[src/rtl/refdiv_pkg.sv]
package refdiv_pkg;
  localparam int NLOOP   = 2;
  localparam int CNT_W   = 9;
  localparam int CODE_W  = 3;
  localparam int TEST_W  = 3;

  typedef enum logic [2:0] {
    TM_NORMAL    = 3'd0,
    TM_SINK      = 3'd1,
    TM_SOURCE    = 3'd2,
    TM_SHOW_CMP  = 3'd3,
    TM_SHOW_RF   = 3'd4
  } tmode_e;

  function automatic tmode_e decode_test(input logic [TEST_W-1:0] t);
    if (!t[0])           return TM_NORMAL;
    case (t[2:1])
      2'b00:   return TM_SINK;
      2'b01:   return TM_SOURCE;
      2'b10:   return TM_SHOW_CMP;
      default: return TM_SHOW_RF;
    endcase
  endfunction
endpackage

[src/rtl/refdiv_tap.sv]
module refdiv_tap #(
  parameter int CNT_W  = 9,
  parameter int CODE_W = 3,
  parameter int OFFSET = 0
) (
  input  logic              clk,
  input  logic              rst_n,
  input  logic [CNT_W-1:0]  cnt,
  input  logic              wrap,
  input  logic [CODE_W-1:0] code_in,
  output logic [CODE_W-1:0] sel_q,
  output logic              tap_o
);
  localparam int IDX_W = $clog2(CNT_W) + 1;
  logic [IDX_W-1:0] idx;
  logic [CNT_W-1:0] mask;

  // active code moves only when the counter wraps (all ones -> zero)
  always_ff @(posedge clk) begin
    if (!rst_n)     sel_q <= '0;
    else if (wrap)  sel_q <= code_in;
  end

  always_comb begin
    idx   = IDX_W'(sel_q) + IDX_W'(OFFSET);
    mask  = CNT_W'(1) << idx;
    tap_o = |(cnt & mask);
  end
endmodule

[src/rtl/refdiv_chain.sv]
module refdiv_chain
  import refdiv_pkg::*;
(
  input  logic              clk,
  input  logic              rst_n,
  input  logic [CODE_W-1:0] code_in [NLOOP],
  output logic [CNT_W-1:0]  cnt_q,
  output logic [CODE_W-1:0] sel_q   [NLOOP],
  output logic              tap_o   [NLOOP]
);
  logic wrap;

  always_ff @(posedge clk) begin
    if (!rst_n) cnt_q <= '0;
    else        cnt_q <= cnt_q + 1'b1;
  end

  assign wrap = &cnt_q;

  // each loop's code map is shifted up one octave from the previous loop
  generate
    for (genvar g = 0; g < NLOOP; g++) begin : g_tap
      if (g + (1 << CODE_W) > CNT_W) begin : g_bad
        initial $fatal(1, "counter too narrow for tap map");
      end
      refdiv_tap #(.CNT_W(CNT_W), .CODE_W(CODE_W), .OFFSET(g)) u_tap (
        .clk(clk), .rst_n(rst_n), .cnt(cnt_q), .wrap(wrap),
        .code_in(code_in[g]), .sel_q(sel_q[g]), .tap_o(tap_o[g])
      );
    end
  endgenerate
endmodule

[src/rtl/refdiv_pump.sv]
module refdiv_pump
  import refdiv_pkg::*;
(
  input  tmode_e mode,
  input  logic   pd_up,
  input  logic   pd_dn,
  output logic   up_o,
  output logic   dn_o
);
  always_comb begin
    case (mode)
      TM_SINK:     begin up_o = 1'b0;  dn_o = 1'b1;  end
      TM_SOURCE:   begin up_o = 1'b1;  dn_o = 1'b0;  end
      TM_SHOW_CMP: begin up_o = 1'b0;  dn_o = 1'b0;  end
      default:     begin up_o = pd_up; dn_o = pd_dn; end
    endcase
  end
endmodule

[src/rtl/refdiv_portmux.sv]
module refdiv_portmux
  import refdiv_pkg::*;
(
  input  logic   clk,
  input  logic   rst_n,
  input  tmode_e mode,
  input  logic   rf_pulse  [NLOOP],
  input  logic   cmp       [NLOOP],
  input  logic   port_bits [NLOOP],
  output logic   tog_q     [NLOOP],
  output logic   port_o    [NLOOP]
);
  generate
    for (genvar i = 0; i < NLOOP; i++) begin : g_port
      // port pin i shows loop (NLOOP-1-i): pin 1 carries loop 1, pin 0 loop 2
      localparam int SRC = NLOOP - 1 - i;

      always_ff @(posedge clk) begin
        if (!rst_n)           tog_q[i] <= 1'b0;
        else if (rf_pulse[i]) tog_q[i] <= ~tog_q[i];
      end

      always_comb begin
        case (mode)
          TM_SHOW_CMP: port_o[i] = cmp[SRC];
          TM_SHOW_RF:  port_o[i] = tog_q[SRC];
          default:     port_o[i] = port_bits[i];
        endcase
      end
    end
  endgenerate
endmodule

[src/rtl/refdiv_testmux.sv]
module refdiv_testmux
  import refdiv_pkg::*;
(
  input  logic              clk_ref,
  input  logic              rst_n,
  input  logic [CODE_W-1:0] ratio1_code,
  input  logic [CODE_W-1:0] ratio2_code,
  input  logic [TEST_W-1:0] test_bits,
  input  logic              pd1_up,
  input  logic              pd1_dn,
  input  logic              pd2_up,
  input  logic              pd2_dn,
  input  logic              rf1_pulse,
  input  logic              rf2_pulse,
  input  logic [1:0]        port_bits,
  output logic              cmp1_clk,
  output logic              cmp2_clk,
  output logic              pump1_up,
  output logic              pump1_dn,
  output logic              pump2_up,
  output logic              pump2_dn,
  output logic              port_p0,
  output logic              port_p1
);
  tmode_e            mode;
  logic [CODE_W-1:0] code_w [NLOOP];
  logic [CODE_W-1:0] sel_w  [NLOOP];
  logic [CNT_W-1:0]  cnt_w;
  logic              tap_w  [NLOOP];
  logic              pdu_w  [NLOOP];
  logic              pdd_w  [NLOOP];
  logic              upo_w  [NLOOP];
  logic              dno_w  [NLOOP];
  logic              rf_w   [NLOOP];
  logic              pb_w   [NLOOP];
  logic              tog_w  [NLOOP];
  logic              prt_w  [NLOOP];

  assign mode      = decode_test(test_bits);
  assign code_w[0] = ratio1_code;
  assign code_w[1] = ratio2_code;
  assign pdu_w[0]  = pd1_up;
  assign pdu_w[1]  = pd2_up;
  assign pdd_w[0]  = pd1_dn;
  assign pdd_w[1]  = pd2_dn;
  assign rf_w[0]   = rf1_pulse;
  assign rf_w[1]   = rf2_pulse;
  assign pb_w[0]   = port_bits[0];
  assign pb_w[1]   = port_bits[1];

  refdiv_chain u_chain (
    .clk(clk_ref), .rst_n(rst_n), .code_in(code_w),
    .cnt_q(cnt_w), .sel_q(sel_w), .tap_o(tap_w)
  );

  generate
    for (genvar l = 0; l < NLOOP; l++) begin : g_pump
      refdiv_pump u_pump (
        .mode(mode), .pd_up(pdu_w[l]), .pd_dn(pdd_w[l]),
        .up_o(upo_w[l]), .dn_o(dno_w[l])
      );
    end
  endgenerate

  refdiv_portmux u_ports (
    .clk(clk_ref), .rst_n(rst_n), .mode(mode), .rf_pulse(rf_w),
    .cmp(tap_w), .port_bits(pb_w), .tog_q(tog_w), .port_o(prt_w)
  );

  assign cmp1_clk = tap_w[0];
  assign cmp2_clk = tap_w[1];
  assign pump1_up = upo_w[0];
  assign pump1_dn = dno_w[0];
  assign pump2_up = upo_w[1];
  assign pump2_dn = dno_w[1];
  assign port_p0  = prt_w[0];
  assign port_p1  = prt_w[1];
endmodule

[config.mk]
export PLATFORM = sky130hd
export DESIGN_NAME = refdiv_testmux
export DESIGN_NICKNAME = d
export VERILOG_FILES = /design/src/rtl/refdiv_pkg.sv /design/src/rtl/refdiv_tap.sv /design/src/rtl/refdiv_chain.sv /design/src/rtl/refdiv_pump.sv /design/src/rtl/refdiv_portmux.sv /design/src/rtl/refdiv_testmux.sv
export SDC_FILE = /design/constraint.sdc
export NUM_CORES = 1
export LEC_CHECK = 0
export BUFFER_PORTS_ARGS = -buffer_cell sky130_fd_sc_hd__buf_2
export CAP_MARGIN = 40
export CORE_MARGIN = 3
export CORE_UTILIZATION = 53
export DETAILED_ROUTE_END_ITERATION = 8
export PLACE_DENSITY = 0.81
export REMOVE_ABC_BUFFERS = 1
export SLEW_MARGIN = 0
export SYNTH_ARGS = -nofsm -noshare
export SYNTH_HDL_FRONTEND = slang
export SYNTH_SLANG_ARGS = --single-unit
[constraint.sdc]
create_clock -name clk_ref -period 4.95 [get_ports clk_ref]
set_input_delay 0.2475 -clock clk_ref [delete_from_list [all_inputs] [get_ports clk_ref]]
set_output_delay 0.2475 -clock clk_ref [all_outputs]
set_load 0.03 [all_outputs]
==> impl_metrics.py, run 1 <==
metrics = {
    "global_routing": {
        "first_global_vias": 697,
        "track_usage_pct": 19.0,
        "grt_max_degree": 18,
        "gr-total-overflow": 0,
        "antenna_found_initial": 0,
        "grt_pass1_wl_um": 3020,
    },
    "cts": {
        "clockBufferDepth": 2,
        "cts.sinks": 17,
        "clk_pin_slew_ps": 90,
        "post_cts_resized": 0,
        "root_buffer": "clkbuf_4",
        "cts_tree": "done",
        "clock_latency_ps": 280,
        "post_cts_buffers": 0,
        "cts_max_level": 1,
        "hold_buffers": 0,
        "cts_buffers": 3,
    },
    "power_and_ir_drop": {
        "share_comb_of_total_power_pct": 18.9,
        "ir_drop_uv": 227,
        "power_switching_w": 0.0000747,
        "seqPwrFrac_pct": 54.2,
        "clock_power_share_pct": 26.9,
        "p_leak_nw": 0.493,
        "netSwitchingFraction_pct": 28.0,
        "p_total_w": 0.000267,
        "intPower_w": 0.000192,
        "p_per_area_mw_per_mm2": 244,
    },
    "timing": {
        "fin_setup_tns_ps": 0,
        "fmax_mhz": 413,
        "timing.final.hold_violations": 0,
        "slew_headroom_pct": 51.5,
        "worstMarginPinSlew_ps": 726,
        "finalSetupViolCount": 0,
        "rsz0062_at_grt": "no",
        "finalCritPeriodShare_pct": 49.0,
        "skew_ps": 1.74,
        "min_period_ps": 2420,
        "slew_viol_final": 0,
    },
    "cells_and_area": {
        "seq_area_um2": 340,
        "antenna_cells": 0,
        "final_cell_mix": "buf_2, dfxtp_1, nor2_1",
        "areaGrowthSynthToFinish_pct": 18.4,
        "final_cells": 134,
        "finalNetCount": 143,
        "design_area_mm2": 0.00109,
        "final_common_cell": "buf_2",
        "fillers": 134,
        "multi_input_area_um2": 569,
        "drive_above_1_share_pct": 27.1,
    },
    "route": {
        "drc_errors": 0,
        "drtPass1Iterations": 4,
        "drt_wl_total_um": 1960,
        "wl_per_cell_um": 14.6,
        "drt.antenna.violating_nets": 0,
        "drt_iter0_drc": 18,
        "via_per_inst": 5.66,
        "num_vias": 758,
    },
    "setup_path": {
        "crit_type": "flip-flop to primary output",
        "crit_fanout": 3,
        "worst_setup_path_start_kind": "flip-flop",
        "required_ps": 4700,
        "endpoint_kind": "primary output",
        "cp.arrival_ps": 2180,
    },
    "placement": {
        "dp_hpwl_um": 1560,
        "placed_cell_area_mm2": 0.00107,
        "dp_cells": 130,
        "port-buffer-count": 26,
        "finalWeightedCongestion": 0.752,
    },
    "worst_hold_path": {
        "hp-class": "primary input to flip-flop",
    },
    "logic_synthesis": {
        "postSynthRegisterBits": 17,
        "synth_area_um2": 925,
        "synthCells": 90,
        "synth-warning-count": 0,
        "synth_seq_area_share_pct": 36.8,
        "syn_area_per_cell_um2": 10.3,
        "yosys.cell_types.count": 23,
    },
    "run_status": {
        "status": "complete, no violations",
    },
    "floorplanning": {
        "die_h_um": 47.8,
        "io_pins": 27,
        "initial_core_util_pct": 58.7,
        "coreArea_mm2": 0.00158,
        "rows": 14,
        "dieWidth_um": 47.8,
        "dieArea_mm2": 0.00228,
    },
    "flow_run": {
        "cap_violations": 0,
    },
}
[registers in the layout (all words and copies together) (netlist names)]
signal / flops
u_chain.g_tap.u_tap.sel_q: 6
u_ports.tog_q: 2
u_chain.cnt_q: 9
[final timing paths]
| kind | slack (ps) | depth (start not counted) | endpoint | start |
|---|---|---|---|---|
| min | 220 | 3 | u_chain.g_tap[0].u_tap.sel_q[0] | ratio1_code[0] |
| min reg2reg | 490 | 1 | u_chain.cnt_q[0] | u_chain.cnt_q[0] |
| max reg2reg | 3280 | 6 | u_chain.g_tap[0].u_tap.sel_q[2] | u_chain.cnt_q[3] |
| max | 2530 | 5 | port_p0 | u_chain.g_tap[1].u_tap.sel_q[1] |
[routing by layer]
metal | vias up | track usage [%] | share of wire [%]
li1 | 379 | - | -
met1 | 360 | 25.3 | 44
met2 | 17 | 30.9 | 51
met3 | 2 | 4.51 | 4.2
met4 | 0 | 4.84 | 0.51
met5 | - | 0 | 0
[layout make-up]
cell class	count	share of cell area, %
Multi-Input combinational cell	69	52.0
Timing Repair Buffer	26	11.9
Tap cell	16	1.83
Clock inverter	1	0.457
Clock buffer	3	2.06
Sequential cell	17	31.1
Inverter	2	0.686
[logic make-up (layout without fill, tap and decap cells)]
logic type,count (synthesis),after routing,share of synthesized area [%]
compound gates,7,7,5.41
xor+xnor,6,6,5.68
fa+ha+maj,5,5,6.77
buf+inv,4,32,1.62
flops,17,17,36.8
mux,12,12,20.3
simple gates,39,39,23.4
[metrics by stage]
step           hold WS, ps  util, %  setup slack (ps)
6_report               225     69.4              2530
5_1_grt                225     69.4              2430
3_5_place_dp           481     67.7              2830
3_3_place_gp           458     67.7              2920
4_1_cts                220     69.4              2520
2_1_floorplan          369        -              2880
[power by group through the flow]
| stage | Sequential (W) | Combinational (W) | Clock [W] |
|---|---|---|---|
| after floorplan | 0.000146 | 0.0000325 | 0 |
| after global placement | 0.000148 | 0.0000484 | 0 |
| after detailed placement | 0.000148 | 0.0000507 | 0 |
| after CTS | 0.000145 | 0.0000509 | 0.0000745 |
| after global routing | 0.000146 | 0.0000560 | 0.0000814 |
| final | 0.000145 | 0.0000506 | 0.0000719 |
[critical path: stages, from the launching register on]
cell and delay, ps:
dfxtp_1 410, mux4_1 580, mux2_2 300, and3_1 190, a221o_1 250, buf_2 170
[Yosys cell counts, drive strengths merged]
cell	number	area share [%]
nor3b	1	0.81
inv	2	0.81
a21oi	1	0.54
xnor2	3	2.8
mux4	4	11
and3b	1	0.95
o21ai	2	1.1
and3	3	2.0
a221o	2	2.2
nand3	4	2.2
nor2	10	4.1
xor2	3	2.8
a21boi	2	1.6
dfxtp	17	37
and4b	1	1.1
and2	8	5.4
clkbuf	2	0.81
mux2i	6	6.5
nand2	2	0.81
or3	2	1.4
ha	5	6.8
mux2	2	2.4
nor2b	7	4.7
Note: power is estimated with default switching activity, not from simulation.
==> inputs of run 2 (changes only) <==
- CORE_UTILIZATION: 53 -> 50
- PLACE_DENSITY: 0.81 -> 0.77
- clock period: 4.95 -> 2.45 ns (I/O delays scaled with it)
==> run 2 against run 1 <==
Cell count is 6.0% higher; sequential share of layout area is 0.25 points lower; global-route usage is 0.89 points lower; worst setup slack worse by 2300 ps; wire length is 1.6% higher; clock skew is 6.8 ps higher; via count is 0.66% higher; non-clock buffer count stayed put; combinational power is 100% higher.
==> impl_metrics.py, run 2 (same netlist as run 1, synthesis figures left out) <==
metrics = {
    "cells_and_area": {
        "fin_util_pct": 67.7,
        "antenna_cells": 0,
        "largestRegisters": "u_chain.cnt_q x9, u_chain.g_tap.u_tap.sel_q x6, u_ports.tog_q x2",
        "largest_reg_flops": 9,
        "final_common_cell": "buf_2",
        "final_cell_mix": "buf_2, dfxtp_1, nor2_1",
        "final_cells": 142,
        "fillers": 126,
        "finalNetCount": 143,
        "seq_area_um2": 340,
        "drive_above_1_share_pct": 26.3,
        "areaGrowthSynthToFinish_pct": 19.4,
        "largest-register": "u_chain.cnt_q",
        "multi_input_area_um2": 569,
        "design_area_mm2": 0.00110,
    },
    "timing": {
        "timing.final.hold_violations": 0,
        "fin_setup_tns_ps": 0,
        "slew_viol_final": 0,
        "worstMarginPinSlew_ps": 673,
        "rsz0062_at_grt": "no",
        "fmax_mhz": 443,
        "finalCritPeriodShare_pct": 92.2,
        "slew_headroom_pct": 55.1,
        "skew_ps": 8.55,
        "finalSetupViolCount": 0,
        "whs_ps": 93.5,
        "min_period_ps": 2260,
    },
    "route": {
        "drt_iter0_drc": 17,
        "wl_per_cell_um": 14.0,
        "num_vias": 763,
        "drt.antenna.violating_nets": 0,
        "drc_errors": 0,
        "drt_wl_total_um": 1990,
        "via_per_inst": 5.37,
        "drtPass1Iterations": 4,
    },
    "cts": {
        "post_cts_buffers": 0,
        "hold_buffers": 0,
        "clockBufferDepth": 2,
        "clock_latency_ps": 280,
        "cts_buffers": 3,
        "cts.sinks": 17,
        "cts_tree": "done",
        "clk_pin_slew_ps": 90,
        "post_cts_resized": 0,
        "cts_max_level": 1,
        "root_buffer": "clkbuf_4",
    },
    "power_and_ir_drop": {
        "p_leak_nw": 0.490,
        "ir_drop_uv": 514,
        "p_per_area_mw_per_mm2": 487,
    },
    "floorplanning": {
        "die_h_um": 49.0,
        "rows": 14,
        "dieArea_mm2": 0.00240,
        "coreArea_mm2": 0.00163,
        "initial_core_util_pct": 56.8,
        "io_pins": 27,
        "dieWidth_um": 49.0,
    },
    "placement": {
        "dp_hpwl_um": 1600,
        "finalWeightedCongestion": 0.756,
        "port-buffer-count": 26,
        "placed_cell_area_mm2": 0.00108,
        "dp_cells": 138,
    },
    "setup_path": {
        "worst_setup_path_start_kind": "flip-flop",
        "endpoint_kind": "primary output",
        "required_ps": 2330,
        "cp.arrival_ps": 2140,
        "crit_type": "flip-flop to primary output",
        "crit_fanout": 3,
    },
    "global_routing": {
        "gr-total-overflow": 0,
        "track_usage_pct": 18.1,
        "antenna_found_initial": 0,
        "first_global_vias": 729,
        "grt_max_degree": 18,
        "grt_pass1_wl_um": 3350,
    },
    "run_status": {
        "status": "complete, no violations",
    },
    "worst_hold_path": {
        "hp-class": "primary input to flip-flop",
    },
    "flow_run": {
        "cap_violations": 0,
    },
}
## run 2: path summary, 6_finish.rpt
| kind | from | to | slack, ps | cells past startpoint |
|---|---|---|---|---|
| worst max-delay path | u_chain.g_tap[1].u_tap.sel_q[1] | port_p0 | 190 | 5 |
| worst min-delay path | ratio2_code[0] | u_chain.g_tap[1].u_tap.sel_q[0] | 90 | 3 |
| worst max register to register | u_chain.cnt_q[3] | u_chain.g_tap[0].u_tap.sel_q[2] | 780 | 6 |
| worst min register to register | u_chain.cnt_q[0] | u_chain.cnt_q[0] | 480 | 1 |
## run 2: report_power, final
part           internal (W)  switching, W
Combinational     0.0000441     0.0000576
Sequential         0.000284    0.00000887
Clock             0.0000632     0.0000795
## run 2: metrics by stage
step | power [W] | setup WS [ps]
after floorplan | 0.000361 | 505
after global placement | 0.000397 | 555
after detailed placement | 0.000401 | 515
after CTS | 0.000541 | 190
after global routing | 0.000571 | 110
final | 0.000537 | 191
## run 2: per-layer routing
metal,GRT usage [%],part of all wire (%),up-vias
li1,-,-,377
met1,22.3,42,364
met2,30.3,53,20
met3,5.50,4.0,2
met4,5.21,0.65,0
met5,0,0,-
## run 2: worst max-delay path, stage by stage (launching register included)
cell and delay (ps):
dfxtp_1 390, mux4_1 570, mux2_2 290, and3_1 180
a221o_1 250, buf_2 180
## run 2: cell type report
cell class | count | area share [%]
Clock buffer | 4 | 2.38
Timing Repair Buffer | 26 | 11.8
Tap cell | 24 | 2.72
Multi-Input combinational cell | 69 | 51.6
Sequential cell | 17 | 30.8
Inverter | 2 | 0.680
